--- src/rtl/corr_cond_pkg.sv ---
package corr_cond_pkg;
    parameter int N_OBJ = 4;
    parameter int E_W   = 6;
    parameter int ETA_W = 5;
    parameter int PHI_W = 5;
    parameter int MET_W = 10;
    localparam int OBJ_W  = E_W + ETA_W + PHI_W;
    localparam int BUS_W  = OBJ_W * N_OBJ;

    typedef struct packed {
        logic [E_W-1:0]   e;
        logic [ETA_W-1:0] eta;
        logic [PHI_W-1:0] phi;
    } obj_t;

    typedef struct packed {
        logic [E_W-1:0]   e_thr;
        logic [ETA_W-1:0] eta_lo;
        logic [ETA_W-1:0] eta_hi;
        logic [PHI_W-1:0] phi_lo;
        logic [PHI_W-1:0] phi_hi;
    } leg_cfg_t;

    typedef struct packed {
        logic             s1_vld;
        logic [N_OBJ-1:0] s1_leg1;
        logic [N_OBJ-1:0] s1_leg2;
        logic             s1_met;
        logic             out_vld;
        logic             out_bit;
    } pipe_t;
endpackage

--- src/rtl/obj_leg_match.sv ---
module obj_leg_match
    import corr_cond_pkg::*;
(
    input  obj_t     obj,
    input  leg_cfg_t cfg,
    output logic     pass
);
    logic e_ok, eta_ok, phi_ok;

    always_comb begin
        e_ok   = (obj.e >= cfg.e_thr);
        eta_ok = (obj.eta >= cfg.eta_lo) && (obj.eta <= cfg.eta_hi);
        phi_ok = (obj.phi >= cfg.phi_lo) && (obj.phi <= cfg.phi_hi);
        pass   = e_ok && eta_ok && phi_ok;
    end
endmodule

--- src/rtl/pair_combiner.sv ---
module pair_combiner #(
    parameter int N = 4
) (
    input  logic [N-1:0] leg_a,
    input  logic [N-1:0] leg_b,
    output logic         hit
);
    logic [N*N-1:0] pair_ok;

    for (genvar i = 0; i < N; i++) begin : g_row
        for (genvar j = 0; j < N; j++) begin : g_col
            if (i == j) begin : g_diag
                assign pair_ok[i*N+j] = 1'b0;
            end else begin : g_off
                assign pair_ok[i*N+j] = leg_a[i] & leg_b[j];
            end
        end
    end

    assign hit = |pair_ok;
endmodule

--- src/rtl/corr_cond_top.sv ---
module corr_cond_top
    import corr_cond_pkg::*;
(
    input  logic             clk,
    input  logic             rst_n,
    input  logic             in_valid,
    input  logic [BUS_W-1:0] cands,
    input  logic [MET_W-1:0] met,
    input  logic [E_W-1:0]   l1_e_thr,
    input  logic [ETA_W-1:0] l1_eta_lo,
    input  logic [ETA_W-1:0] l1_eta_hi,
    input  logic [PHI_W-1:0] l1_phi_lo,
    input  logic [PHI_W-1:0] l1_phi_hi,
    input  logic [E_W-1:0]   l2_e_thr,
    input  logic [ETA_W-1:0] l2_eta_lo,
    input  logic [ETA_W-1:0] l2_eta_hi,
    input  logic [PHI_W-1:0] l2_phi_lo,
    input  logic [PHI_W-1:0] l2_phi_hi,
    input  logic [MET_W-1:0] met_thr,
    output logic             algo_valid,
    output logic             algo_bit
);
    leg_cfg_t         cfg1, cfg2;
    logic [N_OBJ-1:0] m1, m2;
    logic             pair_hit;
    pipe_t            p_d, p_q;

    assign cfg1 = '{e_thr: l1_e_thr, eta_lo: l1_eta_lo, eta_hi: l1_eta_hi,
                    phi_lo: l1_phi_lo, phi_hi: l1_phi_hi};
    assign cfg2 = '{e_thr: l2_e_thr, eta_lo: l2_eta_lo, eta_hi: l2_eta_hi,
                    phi_lo: l2_phi_lo, phi_hi: l2_phi_hi};

    for (genvar k = 0; k < N_OBJ; k++) begin : g_obj
        obj_t o;
        assign o = cands[k*OBJ_W +: OBJ_W];
        obj_leg_match u_m1 (.obj(o), .cfg(cfg1), .pass(m1[k]));
        obj_leg_match u_m2 (.obj(o), .cfg(cfg2), .pass(m2[k]));
    end

    pair_combiner #(.N(N_OBJ)) u_pair (
        .leg_a (p_q.s1_leg1),
        .leg_b (p_q.s1_leg2),
        .hit   (pair_hit)
    );

    always_comb begin
        p_d         = p_q;
        p_d.s1_vld  = in_valid;
        p_d.s1_leg1 = in_valid ? m1 : '0;
        p_d.s1_leg2 = in_valid ? m2 : '0;
        p_d.s1_met  = in_valid && (met >= met_thr);
        p_d.out_vld = p_q.s1_vld;
        p_d.out_bit = p_q.s1_vld && p_q.s1_met && pair_hit;
    end

    always_ff @(posedge clk) begin
        if (!rst_n) p_q <= '0;
        else        p_q <= p_d;
    end

    assign algo_valid = p_q.out_vld;
    assign algo_bit   = p_q.out_bit;

    // cycles since reset release, saturating, used to keep $past inside history
    logic [1:0] age_q;
    always_ff @(posedge clk) begin
        if (!rst_n)         age_q <= '0;
        else if (age_q != 2'd3) age_q <= age_q + 2'd1;
    end

    a_r6_bit_needs_valid: assert property (@(posedge clk) disable iff (!rst_n)
        !algo_valid |-> !algo_bit);

    a_r6_two_cycle_latency: assert property (@(posedge clk) disable iff (!rst_n)
        (age_q >= 2'd2) |-> (algo_valid == $past(in_valid, 2)));

    a_r5_bit_needs_met: assert property (@(posedge clk) disable iff (!rst_n)
        algo_bit |-> $past(p_q.s1_met));

    a_r5_and_sets_bit: assert property (@(posedge clk) disable iff (!rst_n)
        (p_q.s1_vld && p_q.s1_met && pair_hit) |=> algo_bit);

    a_r3_distinct_pair: assert property (@(posedge clk) disable iff (!rst_n)
        pair_hit |-> ($countones(p_q.s1_leg1 | p_q.s1_leg2) >= 2
                      && p_q.s1_leg1 != '0 && p_q.s1_leg2 != '0));

    a_r7_reset_clears: assert property (@(posedge clk)
        !rst_n |=> (!algo_valid && !algo_bit));
endmodule

--- config.mk ---
export PLATFORM = sky130hd
export DESIGN_NAME = corr_cond_top
export DESIGN_NICKNAME = d
export VERILOG_FILES = /design/src/rtl/corr_cond_pkg.sv /design/src/rtl/obj_leg_match.sv /design/src/rtl/pair_combiner.sv /design/src/rtl/corr_cond_top.sv
export SDC_FILE = /design/constraint.sdc
export NUM_CORES = 1
export LEC_CHECK = 0
export BUFFER_PORTS_ARGS = -buffer_cell sky130_fd_sc_hd__buf_2
export CAP_MARGIN = 20
export CORE_MARGIN = 2
export CORE_UTILIZATION = 46
export CTS_CLUSTER_SIZE = 25
export DETAILED_ROUTE_END_ITERATION = 10
export PLACE_DENSITY = 0.72
export SLEW_MARGIN = 20
export SYNTH_ARGS = -nofsm -noshare
export SYNTH_HDL_FRONTEND = slang
export SYNTH_SLANG_ARGS = --single-unit
--- constraint.sdc ---
create_clock -name clk -period 2.7 [get_ports clk]
set_input_delay 0.135 -clock clk [delete_from_list [all_inputs] [get_ports clk]]
set_output_delay 0.135 -clock clk [all_outputs]
set_load 0.01 [all_outputs]
==> tab_implementation.tex, run 1 <==
\begin{tabular}{lr}
\hline
Metric & Value \\
\hline
\multicolumn{2}{l}{\textbf{Status}} \\
\quad Run status & completed \\
\multicolumn{2}{l}{\textbf{Synthesis}} \\
\quad Main combinational cell family by area after synthesis & adder cells \\
\quad Compound-gate portion of the synthesized area & 18.3\% \\
\quad Syn avg cell area & 8.37 um2 \\
\quad Number of flip-flops and latches in the synthesized netlist & 12 \\
\quad Syn Nets & 955 \\
\quad Share of Yosys cell area claimed by the top area cell type & 54.5\% \\
\quad Leading area contributor after synthesis & ha\_1 \\
\quad Ys flop type & dfxtp\_1 \\
\quad Most used standard cell by instance count after synthesis & ha\_1 \\
\quad Sequential share of the synthesized area & 4.80\% \\
\quad Synth Area in XOR/XNOR & 0\% \\
\quad Cells taking the most area after synthesis & ha\_1, a21oi\_1, dfxtp\_1 \\
\quad Count of unique library cells instantiated by Yosys & 30 \\
\quad Post-synthesis adder-cell area fraction & 54.5\% \\
\quad Commonest cells in the synthesized netlist & ha\_1, inv\_1, a21oi\_1 \\
\quad EDFF count, synth & 0 \\
\quad Cell area after synthesis & 5000 um2 \\
\quad Gate count after technology mapping & 598 \\
\quad Simple-gate portion of the synthesized area & 14.6\% \\
\quad Fraction of synthesized area in multiplexers & 3.00\% \\
\quad Share of synthesized registers carrying an async set or reset & 0\% \\
\quad Warnings from Yosys & 0 \\
\multicolumn{2}{l}{\textbf{Floorplanning}} \\
\quad Number of primary I/O pins & 141 \\
\quad Number of standard-cell rows in the floorplan & 38 \\
\quad Initial standard-cell utilization of the core & 46.6\% \\
\quad Die outline area & 11700 um2 \\
\quad Area of the core region & 10700 um2 \\
\quad Height of the die & 108 um \\
\quad Die X-Extent & 108 um \\
\multicolumn{2}{l}{\textbf{Pwr}} \\
\quad Sequential group share of total power & 15.0\% \\
\quad Leakage power & 3.31 nW \\
\quad Power dissipated by switching net loads & 0.538 mW \\
\quad Peak supply drop & 0.000104 V \\
\quad Combinational power share & 71.7\% \\
\quad Internal power & 0.676 mW \\
\quad Proportion of total power due to net switching & 44.3\% \\
\quad Pwr Density & 205 nW/um2 \\
\quad Part of the power in the clock network & 13.3\% \\
\multicolumn{2}{l}{\textbf{GRT}} \\
\quad Pin count of the biggest net entering global routing & 10 \\
\quad Number of antenna violations at the first check in global routing & 0 \\
\quad Grt ovf & 0 \\
\quad Via count of the first global-routing pass & 4684 \\
\quad Total global-route track usage & 22.9\% \\
\quad Wire length of the first global-routing pass & 21400 um \\
\multicolumn{2}{l}{\textbf{Clock network}} \\
\quad Clock Tree Buf Depth & 2 \\
\quad Num CTS Buffers & 3 \\
\quad Skew-Pair Late Insertion Delay & 0.24 ns \\
\quad Cells resized by post-CTS repair & 0 \\
\quad Number of buffers inserted for hold repair after clock tree synthesis & 0 \\
\quad CTS Sinks & 12 \\
\quad Setup fix buffers added after clock tree synthesis & 0 \\
\quad CTS tree & yes \\
\quad Total number of H-tree levels & 1 \\
\quad Clock transition at path regs & 0.05 ns \\
\quad Clock root buffer master & clkbuf\_8 \\
\multicolumn{2}{l}{\textbf{STA}} \\
\quad Minimum clock period & 1.33 ns \\
\quad Slew @ Worst Pin & 0.304 ns \\
\quad Upper clock frequency limit & 0.750 GHz \\
\quad Part of the cycle the worst path needs & 49.4\% \\
\quad Unrepaired setup endpoints after global routing & false \\
\quad Worst clock skew & 0.00137 ns \\
\quad Count of final hold-check violations & 0 \\
\quad Number of max-slew violations in the final report & 0 \\
\quad Setup TNS & 0 ns \\
\quad Count of final setup violators & 0 \\
\quad Relative slew slack & 79.7\% \\
\multicolumn{2}{l}{\textbf{Finish}} \\
\quad Area occupied by registers & 240 um2 \\
\quad Number of diodes & 0 \\
\quad Count of placed standard cells in the final layout, fillers left out & 881 \\
\quad Area of the multi-input gates & 4520 um2 \\
\quad Nets & 1100 \\
\quad Fraction of final layout cells with drive strength greater than 1 & 20.0\% \\
\quad Layout overhead on the synthesized area & 18.3\% \\
\quad Fill count & 1037 \\
\multicolumn{2}{l}{\textbf{Place}} \\
\quad Placed wire-length estimate after detailed placement & 12600 um \\
\quad RePlAce Congestion & 0.850 \\
\quad Port Buffers & 140 \\
\quad Placed insts & 878 \\
\multicolumn{2}{l}{\textbf{Route}} \\
\quad Met3 wirelength from detailed routing & 528 um \\
\quad Via count & 4856 \\
\quad Number of iterations in the first detailed-routing pass & 5 \\
\quad Initial detailed-routing violation count & 207 \\
\quad Sum of met2 wire segment lengths after detailed routing & 6730 um \\
\quad Sum of routed wire segments on met1 & 6160 um \\
\quad Top layer reached by signal wires & met4 \\
\quad WL/cell & 15.7 um \\
\quad Routed wire length & 13800 um \\
\quad Number of routed nets with antenna violations & 0 \\
\quad DRC violation count after routing & 0 \\
\quad Vias per Instance & 5.51 \\
\multicolumn{2}{l}{\textbf{Critical path}} \\
\quad Required time worst endpoint & 2.82 ns \\
\quad Crit-path cells & buf\_2 > inv\_1 > ha\_1 > nor2\_1 > a21oi\_1 > or3\_1 > a21oi\_1 > nor4\_1 \\
\quad Delay of the slowest critical-path stage & 0.32 ns \\
\quad Arr. time, crit path & 1.45 ns \\
\quad Critical path class & in -> reg \\
\quad Nature of the critical path endpoint & flip-flop \\
\quad Most used cell along the critical path & a21oi\_1 \\
\quad Crit-path slowest cell & or3\_1 \\
\quad Worst Setup Start Kind & input port \\
\quad Top fanout value on the critical path & 4 \\
\multicolumn{2}{l}{\textbf{Hold path}} \\
\quad Kind of path behind the tightest hold check & in -> reg \\
\multicolumn{2}{l}{\textbf{Run}} \\
\quad \# Max-Cap Violations & 0 \\
\hline
\end{tabular}
worst paths after layout:
kind	depth (start not counted)	slack (ns)	to	start
hold reg to reg	1	0.46	algo_bit	p_q[2]
setup reg to reg	3	1.67	algo_bit	p_q[8]
hold / removal	2	0.15	algo_valid	rst_n
setup / recovery	8	1.37	p_q[5]	cands[32]
power by group through the flow:
stage / Clock [mW] / Combinational, mW / Sequential, mW
5_1_grt: 0.172 / 0.998 / 0.182
3_3_place_gp: 0 / 0.811 / 0.186
6_report: 0.161 / 0.871 / 0.182
4_1_cts: 0.165 / 0.868 / 0.182
2_1_floorplan: 0 / 0.541 / 0.185
3_5_place_dp: 0 / 0.859 / 0.186
routing by layer:
metal / up-vias / global-route usage (%)
met3: 30 / 1.45
met1: 2156 / 28.0
met2: 132 / 42.3
li1: 2538 / -
met4: 0 / 7.60
met5: - / 0
registers in the layout, summed over array words and instances (netlist names):
name / flops
p_q: 9
algo_bit: 1
algo_valid: 1
p_d: 1
placed cells by master (no fill, tap or decap):
cell / count
o221ai_1: 3
and3_1: 1
or3_1: 5
o211ai_1: 9
nor3_1: 22
clkinv_1: 1
o31ai_1: 3
a21oi_1: 52
a22oi_1: 1
nor2_1: 29
ha_1: 218
nor2b_4: 1
buf_2: 140
o21ai_1: 19
a211oi_1: 9
o22ai_1: 8
o21a_1: 13
o21ai_0: 30
and4_1: 1
nor4_1: 4
clkbuf_8: 3
nand4_1: 16
nand2_1: 13
nor4_2: 4
mux2i_1: 15
dfxtp_1: 12
a41oi_1: 1
nand2b_1: 27
and2_1: 1
inv_1: 64
a21o_1: 8
nor2b_1: 8
critical path: cells and delay by family:
family / cells / cell delay [ns]
AO/OA/AOI/OAI: 2 / 0.27
adder cells (fa/ha/maj): 1 / 0.27
buffers and inverters: 2 / 0.23
AND/OR/NAND/NOR: 3 / 0.54
cells by family (layout without fill, tap and decap cells):
kind of cell | Yosys count | in the layout
fa+ha+maj | 218 | 218
compound gates | 156 | 156
simple gates | 132 | 132
buf+inv | 65 | 208
mux | 15 | 15
flops | 12 | 12
layout make-up:
class,count,area share [%]
Multi-Input combinational cell,521,76.3
Timing Repair Buffer,140,11.8
Inverter,65,4.12
Sequential cell,12,4.06
Tap cell,140,2.96
Clock buffer,3,0.697
per-stage QoR:
step | setup WS [ns] | cell area [um2] | power [mW] | hold slack, ns | util [%]
detailed placement | 1.17 | 5880 | 1.04 | 0.387 | 54.7
global placement | 1.19 | 5880 | 0.997 | 0.379 | 54.7
floorplan | 1.46 | 5000 | 0.727 | 0.277 | -
global route | 1.30 | 5920 | 1.35 | 0.171 | 55.1
finish | 1.37 | 5920 | 1.21 | 0.146 | 55.1
CTS | 1.40 | 5920 | 1.21 | 0.140 | 55.1
Power figures use the tool's default switching activity.
==> inputs of run 2 (changes only) <==
Clock period 2.7 ns to 1.3 ns, I/O delays scaled along.
==> tab_implementation.tex, run 2 (synthesis results as in run 1) <==
\begin{tabular}{lr}
\hline
Metric & Value \\
\hline
\multicolumn{2}{l}{\textbf{Clock network}} \\
\quad Skew-Pair Late Insertion Delay & 0.24 ns (about the same) \\
\quad Clock Tree Buf Depth & 2 (unchanged) \\
\quad Num CTS Buffers & 3 (unchanged) \\
\quad Setup fix buffers added after clock tree synthesis & 0 (unchanged) \\
\quad Clock transition at path regs & 0.05 ns (about the same) \\
\quad Total number of H-tree levels & 1 (unchanged) \\
\quad CTS tree & yes (unchanged) \\
\quad CTS Sinks & 12 (unchanged) \\
\quad Clock root buffer master & clkbuf\_8 (unchanged) \\
\multicolumn{2}{l}{\textbf{Critical path}} \\
\quad Nature of the critical path endpoint & flip-flop (unchanged) \\
\quad Crit-path slowest cell & ha\_1 (was or3\_1) \\
\quad Delay of the slowest critical-path stage & 0.28 ns (was 0.32 ns) \\
\quad Arr. time, crit path & 1.38 ns (was 1.45 ns) \\
\quad Worst flop-to-flop path startpoint & p\_q[9] (was p\_q[8]) \\
\quad Total buffers and inverters traversed by the critical path & 2 (unchanged) \\
\quad Cell type group with the largest total delay on the critical path & compound AO/OA/AOI/OAI gates (was simple AND/OR/NAND/NOR gates) \\
\quad Worst Setup Start Kind & input port (unchanged) \\
\quad First element of the critical path & l2\_eta\_hi[2] (was cands[32]) \\
\quad Critical path class & in -> reg (unchanged) \\
\quad Required time worst endpoint & 1.45 ns (was 2.82 ns) \\
\quad Crit-path cells & buf\_2 > inv\_1 > ha\_1 > o21ai\_0 > a21oi\_1 > nor3\_1 > o22ai\_1 > nor4\_2 (was buf\_2 > inv\_1 > ha\_1 > nor2\_1 > a21oi\_1 > or3\_1 > a21oi\_1 > nor4\_1) \\
\quad Top fanout value on the critical path & 4 (unchanged) \\
\multicolumn{2}{l}{\textbf{Finish}} \\
\quad Final non-filler cell area & 6180 um2 (was 5920 um2) \\
\quad Commonest non-fill, non-tap cell in the layout & ha\_1 (unchanged) \\
\quad Fraction of final layout cells with drive strength greater than 1 & 23.8\% (was 20.0\%) \\
\quad Nets & 1132 (was 1100) \\
\quad Register bank with the most flops & p\_q (unchanged) \\
\quad Most frequent cells in the layout & ha\_1, buf\_2, inv\_1 (unchanged) \\
\quad Number of diodes & 0 (unchanged) \\
\quad Number of flip-flops under the largest register name & 9 (unchanged) \\
\quad Count of placed standard cells in the final layout, fillers left out & 913 (was 881) \\
\quad Layout overhead on the synthesized area & 23.5\% (was 18.3\%) \\
\multicolumn{2}{l}{\textbf{Place}} \\
\quad Area of placed instances & 6120 um2 (was 5880 um2) \\
\quad Placed insts & 910 (was 878) \\
\quad RePlAce Congestion & 0.868 (was 0.850) \\
\quad Port Buffers & 140 (unchanged) \\
\quad Post-placement setup slack & -0.214 ns (was 1.17 ns) \\
\quad Placed wire-length estimate after detailed placement & 12600 um (about the same) \\
\multicolumn{2}{l}{\textbf{STA}} \\
\quad Number of max-slew violations in the final report & 0 (unchanged) \\
\quad Upper clock frequency limit & 0.814 GHz \\
\quad Minimum clock period & 1.23 ns \\
\quad Worst clock skew & 0.000669 ns (was 0.00137 ns) \\
\quad Count of final hold-check violations & 0 (unchanged) \\
\quad Unrepaired setup endpoints after global routing & false (unchanged) \\
\quad Count of final setup violators & 0 (unchanged) \\
\quad Final-layout worst hold slack & 0.0850 ns (was 0.146 ns) \\
\quad Slew @ Worst Pin & 0.387 ns (was 0.304 ns) \\
\quad Relative slew slack & 74.1\% (was 79.7\%) \\
\quad Part of the cycle the worst path needs & 94.5\% \\
\quad Setup TNS & 0 ns (unchanged) \\
\quad Crit path setup slack, layout & 0.0711 ns (was 1.37 ns) \\
\multicolumn{2}{l}{\textbf{Pwr}} \\
\quad Internal power & 1.47 mW (was 0.676 mW) \\
\quad Sequential group share of total power & 14.5\% (was 15.0\%) \\
\quad Power dissipated by switching net loads & 1.13 mW (was 0.538 mW) \\
\quad Combinational power share & 72.6\% (was 71.7\%) \\
\quad Leakage power & 3.47 nW (was 3.31 nW) \\
\quad Peak supply drop & 0.000292 V (was 0.000104 V) \\
\quad Part of the power in the clock network & 12.9\% (was 13.3\%) \\
\quad Proportion of total power due to net switching & 43.6\% (was 44.3\%) \\
\quad Pwr Density & 421 nW/um2 (was 205 nW/um2) \\
\multicolumn{2}{l}{\textbf{Run}} \\
\quad \# Max-Cap Violations & 0 (unchanged) \\
\multicolumn{2}{l}{\textbf{Route}} \\
\quad WL/cell & 15.3 um (was 15.7 um) \\
\quad Vias per Instance & 5.42 (was 5.51) \\
\quad Number of iterations in the first detailed-routing pass & 4 (was 5) \\
\quad Via count & 4949 (was 4856) \\
\quad Number of routed nets with antenna violations & 0 (unchanged) \\
\quad Initial detailed-routing violation count & 145 (was 207) \\
\quad DRC violation count after routing & 0 (unchanged) \\
\quad Routed wire length & 14000 um (was 13800 um) \\
\multicolumn{2}{l}{\textbf{Floorplanning}} \\
\quad Die outline area & 11700 um2 (unchanged) \\
\quad Number of primary I/O pins & 141 (unchanged) \\
\quad Area of the core region & 10700 um2 (unchanged) \\
\quad Die X-Extent & 108 um (unchanged) \\
\quad Initial standard-cell utilization of the core & 46.6\% (unchanged) \\
\quad Number of standard-cell rows in the floorplan & 38 (unchanged) \\
\quad Height of the die & 108 um (unchanged) \\
\multicolumn{2}{l}{\textbf{GRT}} \\
\quad Number of antenna violations at the first check in global routing & 0 (unchanged) \\
\quad Pin count of the biggest net entering global routing & 10 (unchanged) \\
\quad Grt ovf & 0 (unchanged) \\
\quad Total global-route track usage & 23.9\% (was 22.9\%) \\
\quad Wire length of the first global-routing pass & 22600 um (was 21400 um) \\
\quad Via count of the first global-routing pass & 4865 (was 4684) \\
\multicolumn{2}{l}{\textbf{Hold path}} \\
\quad Hold Path Origin & rst\_n (unchanged) \\
\quad Kind of path behind the tightest hold check & in -> reg (unchanged) \\
\multicolumn{2}{l}{\textbf{Status}} \\
\quad Run status & completed (unchanged) \\
\hline
\end{tabular}
run 2: cell count changes in the layout (fill, tap and decap cells not counted):
| cell | change |
|---|---|
| buf_4 | +32 |
| a21oi_1 | -3 |
| a21oi_2 | +3 |
| nor4_1 | -1 |
| nor4_2 | +1 |
run 2: layout make-up:
| type | instances | area [um2] |
|---|---|---|
| clock buffer | 3 | 41.3 |
| fill | 1005 | 4570 |
| inverter | 65 | 244 |
| multi-input combinational | 521 | 4540 |
| sequential | 12 | 240 |
| tap | 140 | 175 |
| timing repair buffer | 172 | 941 |
run 2: repair_timing:
item	CTS	global route
setup endpoints to repair	0	4
resized for setup	0	4
hold buffers	0	0
run 2: per-stage QoR:
step,util (%),power [mW]
after floorplan,-,1.51
after global placement,57.0,2.15
after detailed placement,57.0,2.24
after CTS,57.3,2.59
after global routing,57.5,2.91
final,57.5,2.60
run 2: path summary, 6_finish.rpt:
path / to / slack [ns] / cells after the start
setup / recovery: p_q[3] / 0.07 / 8
hold / removal: algo_valid / 0.08 / 2
setup reg to reg: algo_bit / 0.28 / 3
hold reg to reg: algo_valid / 0.46 / 1
run 2: power by group through the flow:
| stage | Sequential [mW] | Clock [mW] | Combinational, mW |
|---|---|---|---|
| 2_1_floorplan | 0.385 | 0 | 1.12 |
| 4_1_cts | 0.378 | 0.342 | 1.88 |
| 3_3_place_gp | 0.385 | 0 | 1.77 |
| 6_report | 0.378 | 0.336 | 1.89 |
| 3_5_place_dp | 0.386 | 0 | 1.86 |
| 5_1_grt | 0.378 | 0.361 | 2.17 |
run 2: routing by layer:
layer  routed length, um  GRT usage (%)
met5                   0              0
met3                 427          0.482
met1                6370           30.1
met2                7050           45.6
met4                 132           4.40
